--- src/rtl/psr_pkg.sv ---
package psr_pkg;
  typedef enum logic [2:0] {
    PH_IDLE,
    PH_LOAD,
    PH_GAP,
    PH_WIN,
    PH_SHIFT
  } phase_e;
endpackage

--- src/rtl/psr_phase_timer.sv ---
module psr_phase_timer #(
  parameter int CW = 6
) (
  input  logic          clk,
  input  logic          rst_n,
  input  logic          run,
  input  logic [CW-1:0] len,
  output logic          last
);
  logic [CW-1:0] cnt;

  assign last = run && (cnt == len - 1'b1);

  always_ff @(posedge clk or negedge rst_n) begin
    if (!rst_n)          cnt <= '0;
    else if (!run || last) cnt <= '0;
    else                 cnt <= cnt + 1'b1;
  end

  // the count never runs past the current phase length
  a_r5_cnt_in_range: assert property (@(posedge clk) disable iff (!rst_n)
    run |-> (cnt < len));
endmodule

--- src/rtl/psr_bit_collector.sv ---
module psr_bit_collector #(
  parameter int W = 8
) (
  input  logic         clk,
  input  logic         rst_n,
  input  logic         clr,
  input  logic         capture,
  input  logic         bit_in,
  output logic [W-1:0] word,
  output logic         full
);
  localparam int NW = $clog2(W + 1);
  logic [NW-1:0] n;

  assign full = (n == NW'(W));

  always_ff @(posedge clk or negedge rst_n) begin
    if (!rst_n) begin
      word <= '0;
      n    <= '0;
    end else if (clr) begin
      word <= '0;
      n    <= '0;
    end else if (capture) begin
      word <= {word[W-2:0], bit_in};
      n    <= n + 1'b1;
    end
  end

  // no more than W bits are taken per transaction
  a_r6_no_overrun: assert property (@(posedge clk) disable iff (!rst_n)
    capture |-> !full);
endmodule

--- src/rtl/pin_word_sequencer.sv ---
module pin_word_sequencer
  import psr_pkg::*;
#(
  parameter int DATA_W    = 8,
  parameter int LOAD_CYC  = 40,
  parameter int SHIFT_CYC = 12,
  parameter int WIN_CYC   = 3,
  parameter int GAP_CYC   = 3
) (
  input  logic              clk,
  input  logic              rst_n,
  input  logic              req_valid,
  output logic              req_ready,
  input  logic              pin_in,
  output logic              pin_oe,
  output logic              pin_out,
  output logic              busy,
  output logic              word_valid,
  output logic [DATA_W-1:0] word_data
);
  localparam int CW = $clog2(LOAD_CYC + SHIFT_CYC + WIN_CYC + GAP_CYC + 1);

  phase_e        state, gap_next;
  logic [CW-1:0] phase_len;
  logic          t_last, full, capture, clr;
  logic [DATA_W-1:0] acc;

  always_comb begin
    unique case (state)
      PH_LOAD:  phase_len = CW'(LOAD_CYC);
      PH_SHIFT: phase_len = CW'(SHIFT_CYC);
      PH_WIN:   phase_len = CW'(WIN_CYC);
      default:  phase_len = CW'(GAP_CYC);
    endcase
  end

  assign busy      = (state != PH_IDLE);
  assign req_ready = !busy;
  assign pin_oe    = (state != PH_WIN);
  assign pin_out   = (state == PH_LOAD) || (state == PH_SHIFT);
  assign clr       = (state == PH_IDLE) && req_valid;
  assign capture   = (state == PH_WIN) && t_last;

  psr_phase_timer #(.CW(CW)) u_timer (
    .clk(clk), .rst_n(rst_n), .run(busy), .len(phase_len), .last(t_last)
  );

  psr_bit_collector #(.W(DATA_W)) u_collect (
    .clk(clk), .rst_n(rst_n), .clr(clr), .capture(capture),
    .bit_in(pin_in), .word(acc), .full(full)
  );

  always_ff @(posedge clk or negedge rst_n) begin
    if (!rst_n) begin
      state    <= PH_IDLE;
      gap_next <= PH_IDLE;
    end else begin
      unique case (state)
        PH_IDLE:  if (req_valid) state <= PH_LOAD;
        PH_LOAD:  if (t_last) begin state <= PH_GAP; gap_next <= PH_WIN; end
        PH_GAP:   if (t_last) state <= gap_next;
        PH_WIN:   if (t_last) begin state <= PH_GAP; gap_next <= PH_SHIFT; end
        PH_SHIFT: if (t_last) begin
                    state    <= PH_GAP;
                    gap_next <= full ? PH_IDLE : PH_WIN;
                  end
        default:  state <= PH_IDLE;
      endcase
    end
  end

  always_ff @(posedge clk or negedge rst_n) begin
    if (!rst_n) begin
      word_valid <= 1'b0;
      word_data  <= '0;
    end else begin
      word_valid <= (state == PH_GAP) && t_last && (gap_next == PH_IDLE);
      if ((state == PH_GAP) && t_last && (gap_next == PH_IDLE))
        word_data <= acc;
    end
  end

  // a load phase is only entered from idle on a request
  a_r2_load_entry: assert property (@(posedge clk) disable iff (!rst_n)
    (state == PH_LOAD && $past(state) != PH_LOAD) |-> ($past(state) == PH_IDLE && $past(req_valid)));
  // the pin is only released after a driven-low gap
  a_r4_release_after_gap: assert property (@(posedge clk) disable iff (!rst_n)
    $fell(pin_oe) |-> ($past(state) == PH_GAP));
  // the result strobe lasts one cycle
  a_r7_strobe_single: assert property (@(posedge clk) disable iff (!rst_n)
    word_valid |=> !word_valid);
  // no restart while a transaction is running
  a_r8_no_restart: assert property (@(posedge clk) disable iff (!rst_n)
    ($past(state) != PH_IDLE && state == PH_LOAD) |-> ($past(state) == PH_LOAD));
  // result register moves only with the strobe
  a_r9_data_hold: assert property (@(posedge clk) disable iff (!rst_n)
    !word_valid |-> $stable(word_data));
endmodule

--- config.mk ---
export PLATFORM = sky130hd
export DESIGN_NAME = pin_word_sequencer
export DESIGN_NICKNAME = d
export VERILOG_FILES = /design/src/rtl/psr_pkg.sv /design/src/rtl/psr_phase_timer.sv /design/src/rtl/psr_bit_collector.sv /design/src/rtl/pin_word_sequencer.sv
export SDC_FILE = /design/constraint.sdc
export NUM_CORES = 1
export LEC_CHECK = 0
export ABC_AREA = 1
export CAP_MARGIN = 5
export CORE_UTILIZATION = 60
export DETAILED_ROUTE_END_ITERATION = 12
export PLACE_DENSITY = 0.92
export SYNTH_ARGS = -nofsm -noshare
export SYNTH_HDL_FRONTEND = slang
export SYNTH_SLANG_ARGS = --single-unit
--- constraint.sdc ---
create_clock -name clk -period 2.6 [get_ports clk]
set_input_delay 0.52 -clock clk [delete_from_list [all_inputs] [get_ports clk]]
set_output_delay 0.52 -clock clk [all_outputs]
set_load 0.03 [all_outputs]
==> impl_metrics.toml <==
[timing]
relSlewSlack_pct = 73.3
timing.final.crit_share_pct = 94.1
timing_hold_violations_final = 0
worst_pin_slew_ns = 0.399
max_clock_freq_mhz = 409
final.setup_skew_ns = 0.0107
totalNegativeSetupSlack_ns = 0
final-setup-viol-count = 0
final_period_minus_worst_setup_slack_ns = 2.45
slew_viol_final = 0
grt_setup_unrepaired = "no"

[cells_and_area]
layout-area-overhead-vs-synth_pct = 14.1
antenna-diode-count = 0
n_fill_cell = 195
layout.cell_area.non_filler_um2 = 2020
layout-drive-gt1-share_pct = 17.6
finalNetCount = 239

[route]
vias_per_cell = 5.46
drt_first_pass_iters = 4
post_detailed_route_count_of_antenna_violating_nets = 0
route.top_layer_used = "met4"
dr_total_vias = 1441
routedWlPerCell_um = 13.6
met2_length_um = 1810
detail_route.drc_violations = 0
wl_met3_um = 148
met1_length_um = 1540
route.final.wire_length_um = 3590
detailedRoute.firstIterationViolations = 69

[placement]
dpl_cell_area_um2 = 1950
hpwl_um = 2530
port_buffers = 16
globalplace.congestion = 0.837

[cts]
cts.hold.buffers_added = 0
clock_sink_count = 32
cts_tree = "built"
htree_num_levels = 2
clkTransAtPathRegs_ns = 0.10
cts.root.buffer_cell = "clkbuf_4"
post_cts_buffers = 0
cts_resized = 0
cts_made_buffers = 5
clock_insertion_delay_worst_skew_ns = 0.34
clock_tree.buffer_depth = 2

[floorplan]
row_count = 19
fp.coreArea_um2 = 2780
effective_utilization_at_floorplan_pct = 63.7
die_w_um = 56.4
die-height_um = 56.4
ioPinCount = 17
fp.dieArea_um2 = 3180

[synthesis]
post_synth_edffs = 0
synth_seq_cells = 32
synth_cells = 212
synth.lib_cells_used.distinct = 22
synthDominantAreaCellType = "dfrtp_1"
synth_ff_type = "dfrtp_1"
synthTopCellsByArea = "dfrtp_1, nand2_1, nand3_1"
seq_area_frac_synth_pct = 45.2
yosys_warnings = 0
synth_top_area_share_pct = 45.2
mappedNetlistArea_um2 = 1770
synth_nets = 219
yosysMostFrequentCell = "nand2_1"
synth.avg_cell_area_um2 = 8.36
synth_commonest_cells = "nand2_1, dfrtp_1, inv_1, nand3_1, nor2_1"
synthArstFlopShare_pct = 100

[setup_path]
crit_path_end_kind = "output pin"
crit-reg2reg-launch = "state[1]"
reg2reg_to = "word_data[0]"
timing.critical_path.required_ns = 2.08
timing.setup.critical_path_class = "register to output pin"
critical_path.endpoint = "req_ready"
regToRegSetupSlack_ns = 0.83
setup.worst_path.start_class = "register"
critical_path.max_fanout = 8
r2r.worst_path.cells = 9
critical_path_arrival_ns = 1.93
startpoint = "state[0]"

[power_and_ir_drop]
worst_ir_drop_vdd_mv = 0.419
power.leakage_nw = 1.06
total_power_mw = 0.887
power_density_nw_per_um2 = 439

[grt]
grt_first_pass_wirelength_um = 5980
first_global_vias = 1324
gr-usage-all-layers_pct = 25.5
antenna_found_initial = 0
maximum_number_of_pins_on_one_net_before_global_route_repair = 33
grt-ovfl-total = 0

[run_status]
status = "completed"

[min_path]
hold_class = "register to register"

[job]
cap_violations = 0
## placed cells by master (no fill, tap or decap)
cell type,n
clkbuf_4,5
clkbuf_1,1
nor2_1,15
nand3_4,1
clkinv_2,1
nand4_1,14
o21ai_0,3
bufinv_16,1
nand2_1,63
nand3_2,8
inv_2,4
dfrtp_1,32
nand2_2,9
nand4_2,1
nand3_1,19
clkdlybuf4s50_1,16
inv_1,19
ha_1,3
xor2_1,2
o21bai_1,1
nand3b_1,2
nor2_4,6
o21ai_2,3
xnor2_1,2
buf_4,2
## worst min path at each step
stage                  from            to  slack [ns]  cells after the start
2_1_floorplan         rst_n   gap_next[1]        0.22                      0
3_3_place_gp   word_data[6]  word_data[6]        0.46                      2
3_5_place_dp    gap_next[2]   gap_next[2]        0.46                      2
4_1_cts         gap_next[2]   gap_next[2]        0.49                      2
5_1_grt         gap_next[2]   gap_next[2]        0.51                      2
6_report        gap_next[2]   gap_next[2]        0.49                      2
## layout make-up
| cell class | instances | area (um^2) | area share [%] |
|---|---|---|---|
| Clock buffer | 6 | 41.3 | 2.04 |
| Tap cell | 31 | 38.8 | 1.92 |
| Multi-Input combinational cell | 152 | 846 | 41.8 |
| Inverter | 23 | 86.3 | 4.27 |
| Timing Repair Buffer | 18 | 175 | 8.66 |
| Clock inverter | 2 | 35.0 | 1.73 |
| Sequential cell | 32 | 801 | 39.6 |
## per-stage QoR
| stage | setup slack [ns] | utilization, % | instances | hold slack (ns) |
|---|---|---|---|---|
| final | 0.152 | 72.7 | 264 | 0.487 |
| after floorplan | 0.533 | - | 212 | 0.224 |
| after CTS | 0.135 | 72.7 | 264 | 0.488 |
| after detailed placement | 0.507 | 70.0 | 256 | 0.464 |
| after global placement | 0.535 | 70.0 | 256 | 0.463 |
| after global routing | 0.0284 | 72.7 | 264 | 0.512 |
## metal layers
| layer | GRT usage [%] | up-vias |
|---|---|---|
| met3 | 8.06 | 10 |
| li1 | - | 727 |
| met5 | 0 | - |
| met2 | 41.2 | 34 |
| met1 | 31.5 | 670 |
| met4 | 11.1 | 0 |
## state kept, by name, indices dropped and copies added, names as in the netlist
signal / count
u_collect.word: 8
word_data: 8
u_timer.cnt: 6
u_collect.n: 4
state: 3
gap_next: 2
word_valid: 1
## cells by family after synthesis
kind of cell	Yosys count	synth area share, %
AO/OA/AOI/OAI	7	2.75
buffers and inverters	28	7.13
XOR/XNOR	4	1.98
adder cells (fa/ha/maj)	3	2.12
AND/OR/NAND/NOR	138	40.9
flip-flops	32	45.2
## critical path: stages, from the launching register on
cell	delay [ns]
dfrtp_1	0.50
inv_2	0.11
nand2_2	0.06
nor2_1	0.21
clkdlybuf4s50_1	0.72
## report_power, final
group          internal (mW)  leakage [nW]  switching, mW  total, mW
logic                0.00629         0.614         0.0119     0.0182
clock network          0.201        0.0422          0.168      0.369
registers              0.499         0.408        0.00109      0.500
Power figures use the tool's default switching activity.
